## src/rtl/fci_pkg.sv

```systemverilog
package fci_pkg;

  typedef enum logic [1:0] {
    RM_ARRAY  = 2'd0,
    RM_IDENT  = 2'd1,
    RM_STATUS = 2'd2,
    RM_QUERY  = 2'd3
  } rd_mode_e;

  typedef enum logic [2:0] {
    OP_PROG   = 3'd0,
    OP_ERASE  = 3'd1,
    OP_LOCK   = 3'd2,
    OP_UNLOCK = 3'd3,
    OP_LOCKDN = 3'd4,
    OP_PRPROG = 3'd5,
    OP_PRLOCK = 3'd6,
    OP_RESUME = 3'd7
  } seq_op_e;

  typedef enum logic [3:0] {
    C_NONE, C_RD_ARRAY, C_RD_ID, C_RD_STAT, C_CLR_STAT, C_RD_QUERY,
    C_ERASE_SU, C_PROG_SU, C_LOCK_SU, C_PREG_SU, C_SUSPEND, C_CONFIRM
  } cmd_e;

  typedef enum logic [2:0] {
    ST_IDLE, ST_ERASE_CFM, ST_PROG_DATA, ST_LOCK_CFM, ST_PREG_DATA
  } fsm_e;

  localparam logic [7:0] CODE_CONFIRM  = 8'hD0;
  localparam logic [7:0] CODE_LOCK     = 8'h01;
  localparam logic [7:0] CODE_LOCKDN   = 8'h2F;
  localparam logic [15:0] WORD_PRLOCK  = 16'hFFFD;

  function automatic logic needs_supply(input logic [2:0] op);
    return (op == OP_PROG) || (op == OP_ERASE) ||
           (op == OP_PRPROG) || (op == OP_PRLOCK);
  endfunction

endpackage

```

## src/rtl/fci_decode.sv

```systemverilog
module fci_decode
  import fci_pkg::*;
(
  input  logic [7:0] code,
  output cmd_e       cmd
);

  always_comb begin
    unique case (code)
      8'hFF:   cmd = C_RD_ARRAY;
      8'h90:   cmd = C_RD_ID;
      8'h70:   cmd = C_RD_STAT;
      8'h50:   cmd = C_CLR_STAT;
      8'h98:   cmd = C_RD_QUERY;
      8'h20:   cmd = C_ERASE_SU;
      8'h40,
      8'h10:   cmd = C_PROG_SU;
      8'h60:   cmd = C_LOCK_SU;
      8'hC0:   cmd = C_PREG_SU;
      8'hB0:   cmd = C_SUSPEND;
      8'hD0:   cmd = C_CONFIRM;
      default: cmd = C_NONE;
    endcase
  end

endmodule

```

## src/rtl/fci_status.sv

```systemverilog
module fci_status (
  input  logic       clk,
  input  logic       rst_n,
  input  logic       clr,
  input  logic       set_vpp,
  input  logic       set_pfail,
  input  logic       set_efail,
  input  logic       ready,
  input  logic       susp_e,
  input  logic       susp_p,
  input  logic       oe_n,
  input  logic       ce_n,
  output logic [7:0] status_q
);

  logic [2:0] err_q, err_d;   // {erase fail, program fail, supply error}
  logic       act_q;
  logic       rd_act, cap;
  logic [7:0] live;

  always_comb begin
    if (clr) err_d = '0;
    else     err_d = err_q | {set_efail, set_pfail, set_vpp};
  end

  assign live   = {ready, susp_e, err_q[2], err_q[1], err_q[0], susp_p, 2'b00};
  assign rd_act = ~oe_n & ~ce_n;
  assign cap    = rd_act & ~act_q;

  always_ff @(posedge clk or negedge rst_n) begin
    if (!rst_n) begin
      err_q    <= '0;
      act_q    <= 1'b0;
      status_q <= 8'h80;
    end else begin
      err_q <= err_d;
      act_q <= rd_act;
      if (cap) status_q <= live;
    end
  end

  AST_LATCH_STABLE: assert property (@(posedge clk) disable iff (!rst_n)
    (act_q && rd_act) |=> $stable(status_q));

  AST_CLEAR_EMPTIES: assert property (@(posedge clk) disable iff (!rst_n)
    clr |=> (err_q == 3'b000));

endmodule

```

## src/rtl/fci_fsm.sv

```systemverilog
module fci_fsm
  import fci_pkg::*;
#(
  parameter int ADDR_W  = 21,
  parameter int DATA_W  = 16,
  parameter int BLK_LSB = 15
) (
  input  logic              clk,
  input  logic              rst_n,
  input  logic              wr_en,
  input  logic [ADDR_W-1:0] wr_addr,
  input  logic [DATA_W-1:0] wr_data,
  input  cmd_e              cmd,
  input  logic              vpp_ok,
  input  logic              seq_busy,
  output logic              start_q,
  output logic [2:0]        op_q,
  output logic [ADDR_W-1:0] addr_q,
  output logic [DATA_W-1:0] data_q,
  output logic              susp_req_q,
  output logic [1:0]        mode_q,
  output logic              ready,
  output logic              susp_e_q,
  output logic              susp_p_q,
  output logic              ev_clr,
  output logic              ev_vpp,
  output logic              ev_pfail,
  output logic              ev_efail
);

  localparam int BLK_W = ADDR_W - BLK_LSB;

  fsm_e              state_q, state_d;
  logic [BLK_W-1:0]  blk_q, blk_d;
  logic [1:0]        mode_d;
  logic              start_d, susp_req_d;
  logic [2:0]        op_d;
  logic [ADDR_W-1:0] addr_d;
  logic [DATA_W-1:0] data_d;
  logic              pend_q, pend_d;
  logic              run_e_q, run_e_d;
  logic              busy_q;
  logic              susp_e_d, susp_p_d;
  logic              suspended;
  logic [7:0]        code;
  logic [BLK_W-1:0]  wr_blk;

  assign ready     = ~seq_busy & ~start_q;
  assign suspended = susp_e_q | susp_p_q;
  assign code      = wr_data[7:0];
  assign wr_blk    = wr_addr[ADDR_W-1:BLK_LSB];

  always_comb begin
    state_d    = state_q;
    mode_d     = mode_q;
    blk_d      = blk_q;
    start_d    = 1'b0;
    susp_req_d = 1'b0;
    op_d       = op_q;
    addr_d     = addr_q;
    data_d     = data_q;
    pend_d     = pend_q;
    run_e_d    = run_e_q;
    susp_e_d   = susp_e_q;
    susp_p_d   = susp_p_q;
    ev_clr     = 1'b0;
    ev_vpp     = 1'b0;
    ev_pfail   = 1'b0;
    ev_efail   = 1'b0;

    // sequencer stopped after a suspend request
    if (busy_q && !seq_busy && pend_q) begin
      pend_d = 1'b0;
      if (run_e_q) susp_e_d = 1'b1;
      else         susp_p_d = 1'b1;
    end

    if (wr_en) begin
      if (!ready) begin
        if (cmd == C_SUSPEND && seq_busy && !pend_q) begin
          susp_req_d = 1'b1;
          pend_d     = 1'b1;
        end
      end else begin
        state_d = ST_IDLE;
        unique case (state_q)
          ST_IDLE: begin
            unique case (cmd)
              C_RD_ARRAY: mode_d = RM_ARRAY;
              C_RD_ID:    mode_d = RM_IDENT;
              C_RD_STAT:  mode_d = RM_STATUS;
              C_RD_QUERY: mode_d = RM_QUERY;
              C_CLR_STAT: ev_clr = 1'b1;
              C_ERASE_SU, C_PROG_SU, C_LOCK_SU, C_PREG_SU: begin
                if (!suspended) begin
                  mode_d = RM_STATUS;
                  blk_d  = wr_blk;
                  if (cmd == C_ERASE_SU)     state_d = ST_ERASE_CFM;
                  else if (cmd == C_PROG_SU) state_d = ST_PROG_DATA;
                  else if (cmd == C_LOCK_SU) state_d = ST_LOCK_CFM;
                  else                       state_d = ST_PREG_DATA;
                end
              end
              C_CONFIRM: begin
                if (suspended) begin
                  start_d  = 1'b1;
                  op_d     = OP_RESUME;
                  addr_d   = wr_addr;
                  data_d   = wr_data;
                  susp_e_d = 1'b0;
                  susp_p_d = 1'b0;
                  mode_d   = RM_STATUS;
                end
              end
              default: ;
            endcase
          end
          ST_ERASE_CFM: begin
            if (code == CODE_CONFIRM && wr_blk == blk_q) begin
              op_d = OP_ERASE;
            end else begin
              op_d = OP_RESUME;   // marks an invalid sequence below
            end
          end
          ST_PROG_DATA: op_d = OP_PROG;
          ST_LOCK_CFM: begin
            if (code == CODE_LOCK)          op_d = OP_LOCK;
            else if (code == CODE_CONFIRM)  op_d = OP_UNLOCK;
            else if (code == CODE_LOCKDN)   op_d = OP_LOCKDN;
            else                            op_d = OP_RESUME;
          end
          ST_PREG_DATA: begin
            if (wr_data == DATA_W'(WORD_PRLOCK)) op_d = OP_PRLOCK;
            else                                 op_d = OP_PRPROG;
          end
          default: state_d = ST_IDLE;
        endcase

        // second-cycle outcome
        if (state_q != ST_IDLE) begin
          if (op_d == OP_RESUME) begin
            op_d     = op_q;
            ev_pfail = 1'b1;
            ev_efail = 1'b1;
            mode_d   = RM_ARRAY;
          end else begin
            mode_d = RM_STATUS;
            if (needs_supply(op_d) && !vpp_ok) begin
              ev_vpp = 1'b1;
              if (op_d == OP_ERASE) ev_efail = 1'b1;
              else                  ev_pfail = 1'b1;
              op_d = op_q;
            end else begin
              start_d = 1'b1;
              addr_d  = wr_addr;
              data_d  = wr_data;
              run_e_d = (op_d == OP_ERASE);
            end
          end
        end
      end
    end
  end

  always_ff @(posedge clk or negedge rst_n) begin
    if (!rst_n) begin
      state_q    <= ST_IDLE;
      mode_q     <= RM_ARRAY;
      blk_q      <= '0;
      start_q    <= 1'b0;
      susp_req_q <= 1'b0;
      op_q       <= OP_PROG;
      addr_q     <= '0;
      data_q     <= '0;
      pend_q     <= 1'b0;
      run_e_q    <= 1'b0;
      busy_q     <= 1'b0;
      susp_e_q   <= 1'b0;
      susp_p_q   <= 1'b0;
    end else begin
      state_q    <= state_d;
      mode_q     <= mode_d;
      blk_q      <= blk_d;
      start_q    <= start_d;
      susp_req_q <= susp_req_d;
      op_q       <= op_d;
      addr_q     <= addr_d;
      data_q     <= data_d;
      pend_q     <= pend_d;
      run_e_q    <= run_e_d;
      busy_q     <= seq_busy;
      susp_e_q   <= susp_e_d;
      susp_p_q   <= susp_p_d;
    end
  end

  AST_NO_START_WHILE_BUSY: assert property (@(posedge clk) disable iff (!rst_n)
    seq_busy |-> !start_q);

  AST_SUSPEND_AFTER_BUSY: assert property (@(posedge clk) disable iff (!rst_n)
    susp_req_q |-> $past(seq_busy));

  AST_ONE_REQUEST: assert property (@(posedge clk) disable iff (!rst_n)
    $onehot0({start_q, susp_req_q}));

  AST_SUPPLY_BEFORE_START: assert property (@(posedge clk) disable iff (!rst_n)
    (start_q && needs_supply(op_q)) |-> $past(vpp_ok));

  AST_SUSPEND_FLAG_CAUSE: assert property (@(posedge clk) disable iff (!rst_n)
    ($rose(susp_e_q) || $rose(susp_p_q)) |-> $past(pend_q));

endmodule

```

## src/rtl/flash_cmd_ctrl.sv

```systemverilog
module flash_cmd_ctrl
  import fci_pkg::*;
#(
  parameter int ADDR_W  = 21,
  parameter int DATA_W  = 16,
  parameter int BLK_LSB = 15
) (
  input  logic              clk,
  input  logic              rst_n,
  input  logic              wr_en,
  input  logic [ADDR_W-1:0] wr_addr,
  input  logic [DATA_W-1:0] wr_data,
  input  logic              oe_n,
  input  logic              ce_n,
  input  logic              vpp_ok,
  input  logic              seq_busy,
  output logic              seq_start,
  output logic [2:0]        seq_op,
  output logic [ADDR_W-1:0] seq_addr,
  output logic [DATA_W-1:0] seq_data,
  output logic              susp_req,
  output logic [1:0]        rd_mode,
  output logic [7:0]        status_q
);

  cmd_e cmd;
  logic ready, susp_e, susp_p;
  logic ev_clr, ev_vpp, ev_pfail, ev_efail;

  fci_decode u_dec (
    .code (wr_data[7:0]),
    .cmd  (cmd)
  );

  fci_fsm #(
    .ADDR_W  (ADDR_W),
    .DATA_W  (DATA_W),
    .BLK_LSB (BLK_LSB)
  ) u_fsm (
    .clk        (clk),
    .rst_n      (rst_n),
    .wr_en      (wr_en),
    .wr_addr    (wr_addr),
    .wr_data    (wr_data),
    .cmd        (cmd),
    .vpp_ok     (vpp_ok),
    .seq_busy   (seq_busy),
    .start_q    (seq_start),
    .op_q       (seq_op),
    .addr_q     (seq_addr),
    .data_q     (seq_data),
    .susp_req_q (susp_req),
    .mode_q     (rd_mode),
    .ready      (ready),
    .susp_e_q   (susp_e),
    .susp_p_q   (susp_p),
    .ev_clr     (ev_clr),
    .ev_vpp     (ev_vpp),
    .ev_pfail   (ev_pfail),
    .ev_efail   (ev_efail)
  );

  fci_status u_stat (
    .clk       (clk),
    .rst_n     (rst_n),
    .clr       (ev_clr),
    .set_vpp   (ev_vpp),
    .set_pfail (ev_pfail),
    .set_efail (ev_efail),
    .ready     (ready),
    .susp_e    (susp_e),
    .susp_p    (susp_p),
    .oe_n      (oe_n),
    .ce_n      (ce_n),
    .status_q  (status_q)
  );

endmodule

```

## config.mk

```make
export PLATFORM = sky130hd
export DESIGN_NAME = flash_cmd_ctrl
export DESIGN_NICKNAME = d
export VERILOG_FILES = /design/src/rtl/fci_pkg.sv /design/src/rtl/fci_decode.sv /design/src/rtl/fci_status.sv /design/src/rtl/fci_fsm.sv /design/src/rtl/flash_cmd_ctrl.sv
export SDC_FILE = /design/constraint.sdc
export NUM_CORES = 1
export LEC_CHECK = 0
export BUFFER_PORTS_ARGS = -buffer_cell sky130_fd_sc_hd__buf_2
export CAP_MARGIN = 5
export CORE_UTILIZATION = 35
export CTS_BUF_LIST = sky130_fd_sc_hd__clkbuf_8
export DETAILED_ROUTE_END_ITERATION = 8
export GPL_TIMING_DRIVEN = 0
export RECOVER_POWER = 25
export SETUP_SLACK_MARGIN = 0.5
export SYNTH_ARGS = -nofsm -noshare
export SYNTH_HDL_FRONTEND = slang
export SYNTH_SLANG_ARGS = --single-unit
```

## constraint.sdc

```tcl
create_clock -name clk -period 3.2 [get_ports clk]
set_clock_uncertainty 0.2 [all_clocks]
set_input_delay 0.64 -clock clk [delete_from_list [all_inputs] [get_ports clk]]
set_output_delay 0.64 -clock clk [all_outputs]
set_load 0.01 [all_outputs]
```

Word level (Yosys, flattened, before mapping):

Cells that the tools add are included.

* input port bits: 44
* output and inout port bits: 52
* register bits: 68

* multiplexer cells: 89
* reduce and logical (&&, ||, !) cells: 24
* bitwise logic cells: 13
* equality and inequality tests: 39

Operators by type and width (number)
* $mux W21: 6
* $mux W16: 6
* $mux W3: 17
* $mux W1: 50
* $eq A8 B8 Y1 const B: 6
* $pmux W4 S11: 1
* $eq A8 B7 Y1 const B: 4
* $eq A16 B16 Y1 const B: 1
* $eq A4 B3 Y1 const B: 4
* $eq A4 B4 Y1 const B: 4
* $eq A8 B6 Y1 const B: 2
* $pmux W3 S5: 1
* $mux W2: 7
* $eq A3 B3 Y1 const B: 4
* $pmux W2 S6: 1
* $reduce_and A5 Y1: 2
* $eq A4 B2 Y1 const B: 2
* $eq A8 B1 Y1 const B: 1
* $eq A8 B5 Y1 const B: 1
* $not A1 Y1: 8
* $reduce_bool A7 Y1: 1
* $eq A3 B1 Y1 const B: 2
* $eq A3 B2 Y1 const B: 2
* $eq A6 B6 Y1: 1
* 18 further kinds: 31

Depth between registers and ports, before layout:

* word-level depth: 20
* depth in mapped cells: 11
* gate-level depth less buffers: 8

Cells and area by module:

From an unflattened synthesis, not the netlist that was laid out.

* cells, all modules: 298
* area, all modules: 3382.0 um2

By module, submodules not included
* fci_fsm: times used 1, area an instance 2782.7 um2, cells each 235
* fci_status: times used 1, area an instance 380.4 um2, cells each 27
* fci_decode: times used 1, area an instance 219.0 um2, cells each 36

Least setup slack after synthesis:

OpenSTA, ideal clock, no wires.

* path type: input port to flip-flop
* from: input wr_data[3]
* to: register u_fsm.addr_q[0]
* slack: -0.201 ns
* data arrival time: 3.075 ns
* stages on the path: 10
* library setup time: 0.125 ns
* path through: buf_4 -> or4_4 -> nor4_4 -> nor2_1 -> and4_4 -> buf_4 -> o21a_2 -> a31oi_4 -> buf_6 -> mux2_4

* cells in the longest elaborated chain, start to end: 16
* elaborated cells between the ends (all ways): 42
* classes of those cells: eq/ne (20); mux (15); reduce/logical (7)

Ends and longest elaborated chain
* from (decl): line flash_cmd_ctrl.sv:12 `input logic [DATA_W-1:0] wr_data,`
* $eq A8 B7 Y1 or $eq A8 B5 Y1 (tied branches): line fci_decode.sv:9 `unique case (code)`
* $reduce_or A2 Y1: line fci_decode.sv:9
* $pmux W4 S11: line fci_decode.sv:9
* $eq A4 B4 Y1: line fci_fsm.sv:88 `unique case (cmd)`
* $mux W3: line fci_fsm.sv:88
* $pmux W3 S5: line fci_fsm.sv:86 `unique case (state_q)`
* $mux W3: line fci_fsm.sv:79 `if (!ready) begin`
* $mux W3: line fci_fsm.sv:78 `if (wr_en) begin`
* $eq A3 B1 Y1 or $logic_not A3 Y1 (tied branches): line fci_pkg.sv:36 `return (op == OP_PROG) || (op == OP_ERASE) ||`
* $logic_or A1 B1 Y1 (2 in series): line fci_pkg.sv:36
* $logic_or A1 B1 Y1: line fci_pkg.sv:37 `(op == OP_PRPROG) || (op == OP_PRLOCK);`
* $logic_and A1 B1 Y1: line fci_fsm.sv:148 `if (needs_supply(op_d) && !vpp_ok) begin`
* $mux W21: line fci_fsm.sv:148
* $mux W21: line fci_fsm.sv:141 `if (op_d == OP_RESUME) begin`
* $mux W21 *: line fci_fsm.sv:140 `if (state_q != ST_IDLE) begin`
* to (signal assigned): line fci_fsm.sv:187 `addr_q <= addr_d;`
* to (decl): line fci_fsm.sv:18 `output logic [ADDR_W-1:0] addr_q,`

Every way passes the cells marked *; elsewhere a longest branch is shown, timed or not. The select of a mux whose other input is x is not followed.
A chain may end at the register's enable or synchronous reset.

Final worst setup path:

* from: register u_fsm.state_q[1]
* to: register u_fsm.addr_q[10]

* cells in the longest elaborated chain, start to end: 12
* elaborated cells between the ends (all ways): 22
* classes of those cells: eq/ne (8); mux (7); reduce/logical (7)

Ends and longest elaborated chain
* from (decl): line fci_fsm.sv:33 `fsm_e state_q, state_d;`
* from (signal assigned): line fci_fsm.sv:181 `state_q <= state_d;`
* $eq A3 B3 Y1, or another cell as far along: line fci_fsm.sv:86
* $pmux W3 S5: line fci_fsm.sv:86
* $mux W3: line fci_fsm.sv:79
* $mux W3: line fci_fsm.sv:78
* $eq A3 B1 Y1 or $logic_not A3 Y1 (tied branches): line fci_pkg.sv:36
* $logic_or A1 B1 Y1 (2 in series): line fci_pkg.sv:36
* $logic_or A1 B1 Y1: line fci_pkg.sv:37
* $logic_and A1 B1 Y1: line fci_fsm.sv:148
* $mux W21: line fci_fsm.sv:148
* $mux W21: line fci_fsm.sv:141
* $mux W21 *: line fci_fsm.sv:140

Marked as above.

==> flow_summary.ini <==
[global_routing]
grt_max_degree = 69
grt_pass1_vias = 3063
antenna_found_initial = 0
grt_pass1_wl_um = 14980
gr-total-overflow = 0
track_usage_pct = 18.83

[floorplan]
ios = 96
row_count = 36
die_y_um = 103.0
die-area_um2 = 10600
coreArea_um2 = 9819
initial_utilization_pct = 36.34
dieWidth_um = 103.0

[setup_path]
crit_arrival_ns = 3.28
worstSetupPathType = reg2reg
endpoint_kind = register
cp_max_fo = 7
startpoint_type = register
cp_common_cell = buf_8
critPathSlowestCell = nor4_4
required_ns = 3.23
slowest_delay_ns = 0.40
cp_cell_sequence = buf_8 -> or3_4 -> buf_8 -> nor4_4 -> buf_4 -> a2111oi_4 -> or2_4 -> buf_6 -> nand3_4 -> a31oi_4 -> buf_6 -> buf_12 -> buf_8 -> mux2_4

[place]
placed_cells = 540
port_buffers = 92
hpwlAfterDp_um = 6133
gp_congestion = 0.9519

[sta]
rsz0062_at_grt = yes
setup_viol = 12
fin_crit_sh_pct = 101.7
max_freq_ghz = 0.3072
hold_viol = 0
setup_ws_ns = -0.05515
drv_slew = 69
slew_headroom_pct = -13.00
period_needed_ns = 3.255
worst_pin_slew_ns = 1.695

[drt]
via_count = 2987
drt-initial-drc-count = 159
drcViolationCount = 0
drtPass1Iterations = 4
viasPerCell = 5.063
ant_nets = 0
wl_um = 9487
wire_per_inst_um = 16.08

[run]
drv_cap = 1

[yosys]
synth_edf_count = 0
synth_mux_area_share_pct = 19.14
synth_compound_area_share_pct = 11.15
ys_seq_area_share_pct = 47.72
yosys.area_share.simple_pct = 15.36
synth_top_area_share_pct = 46.98
yosysWarnings = 0
synth-xor-area-share_pct = 2.209
ys.flop_type = dfrtp_1
netlist-cell-type-count = 60
synth.most_common_cell = dfrtp_1
synth_top_family_by_area = multiplexers
ys_ff_latch = 68
synthTopCellsByCount = dfrtp_1, mux2_4, nand2_1
synth-adder-area-share_pct = 0
syn_area_um2 = 3568
yosys.area.top_type = dfrtp_1
synthCells = 314
async_flop_share_pct = 100.0
yosys-top-cells-area = dfrtp_1, mux2_4, mux2_2, nand2_1, nor2_1
syn_avg_cell_area_um2 = 11.36

[clock_network]
clkTransAtPathRegs_ns = 0.07
clockRootBuffer = clkbuf_8
cts_inserted_buffers = 9
insertion_delay_ns = 0.34
holdBufCountCts = 0
htree_levels = 3
cts_sinks = 68
cts.path.max_buffers = 2
cts_tree = built

[finish]
antenna-diode-count = 0
syn_to_final_growth_pct = 42.64
final.fill_count = 912
drive_above_1_share_pct = 49.89
nNetsFinal = 496
final_core_util_pct = 51.83
final_cells = 590

[power_and_ir_drop]
p_leak_uw = 0.002413
p_total_uw = 3097
powerDensity_nw_per_um2 = 608.4
vdd_ir_drop_max_mv = 0.2707

[outcome]
violations = capacitance limit, slew limit, setup timing
outcome = finished, violations left

[hold_path]
hold_path_class = in2reg
==> critical path, delay by kind of cell, from the launching register on <==
kind | cells | cell delay [ns]
DFF | 1 | 0.39
muxes | 1 | 0.29
AOI/OAI and AO/OA | 2 | 0.18
and+or+nand+nor | 4 | 1.09
buffers and inverters | 7 | 1.00
==> placed cells by master, fill, tap and decap left out, types with 4 or more instances in the layout <==
cell type and count:
nand2b_1 4, xnor2_1 8, a21o_1 4, buf_8 5, dfrtp_1 66, mux2_2 14, buf_12 6, nand2_1 30
a21oi_1 7, clkbuf_8 10, clkbuf_1 6, buf_6 12, o21ai_0 13, inv_1 12, buf_4 23, nor2_1 21
mux2_4 31, mux2i_1 6, nand4_1 6, buf_2 86, nor3_1 6
==> state kept, by name, indices dropped and copies added (netlist names) <==
signal	flops
u_fsm.addr_q	21
u_fsm.blk_q	6
u_fsm.busy_q	1
u_fsm.data_q	16
u_fsm.mode_q	2
u_fsm.op_q	3
u_fsm.pend_q	1
u_fsm.run_e_q	1
u_fsm.start_q	1
u_fsm.state_q	3
u_fsm.susp_e_q	1
u_fsm.susp_p_q	1
u_fsm.susp_req_q	1
u_stat.act_q	1
u_stat.err_q	3
u_stat.status_q	6
==> power by group <==
part | leakage [uW] | switching (uW) | internal (uW) | total, uW
Clock | 0.000117 | 323 | 453 | 777
Combinational | 0.00142 | 489 | 613 | 1100
Sequential | 0.000879 | 135 | 1080 | 1220
==> cell type report <==
class | count | area (um2) | share of cell area (%)
clock buffers | 10 | 137.6 | 2.704
repair buffers | 126 | 863.3 | 16.96
well taps | 133 | 166.4 | 3.269
clock inverters | 6 | 78.83 | 1.549
multi-input cells | 219 | 1916 | 37.64
plain buffers | 17 | 182.7 | 3.589
flip-flops and latches | 68 | 1704 | 33.48
inverters | 11 | 41.29 | 0.8112
==> path summary, 6_finish.rpt <==
path	end	slack, ns	from	cells past startpoint
worst max-delay path	u_fsm.addr_q[10]	-0.06	u_fsm.state_q[1]	14
worst min-delay path	u_stat.act_q	0.26	oe_n	2
worst max register to register	u_fsm.addr_q[10]	-0.06	u_fsm.state_q[1]	14
min in group asynchronous	u_fsm.data_q[5]	0.54	rst_n	1
worst min register to register	u_fsm.mode_q[1]	0.30	u_fsm.mode_q[1]	2
max in group asynchronous	u_fsm.state_q[0]	1.16	rst_n	1
==> routing by layer <==
metal | routed length, um | up-vias | global-route usage (%)
met5 | 0 | - | 0
met4 | 180 | 0 | 8.451
met3 | 539 | 13 | 4.610
met2 | 4607 | 105 | 31.28
met1 | 4160 | 1464 | 23.14
li1 | - | 1405 | -
==> repair_timing <==
action | CTS | global route
setup buffers | 19 | 12
pin swaps | 5 | 17
setup endpoints to repair | 54 | 54
gates cloned | 2 | 1
resized for setup | 41 | 18
==> kinds of logic after synthesis <==
logic type,Yosys count
compound gates,56
xor+xnor,9
buf+inv,28
flops,68
mux,51
other cells,1
simple gates,101
==> per-stage QoR <==
| step | TNS, ns | cell area, um2 | hold WS [ns] | worst slack (ns) |
|---|---|---|---|---|
| finish | -0.5634 | 5090 | 0.2590 | -0.05515 |
| detailed placement | -15.31 | 4263 | 0.2755 | -0.4337 |
| CTS | 0 | 4900 | 0.2376 | 0.07251 |
| global route | -3.211 | 5090 | 0.2563 | -0.1411 |
| floorplan | 0 | 3633 | 0.1444 | 0.07392 |
| global placement | -13.35 | 4260 | 0.2804 | -0.4071 |
Note: power is estimated with default switching activity, not from simulation.
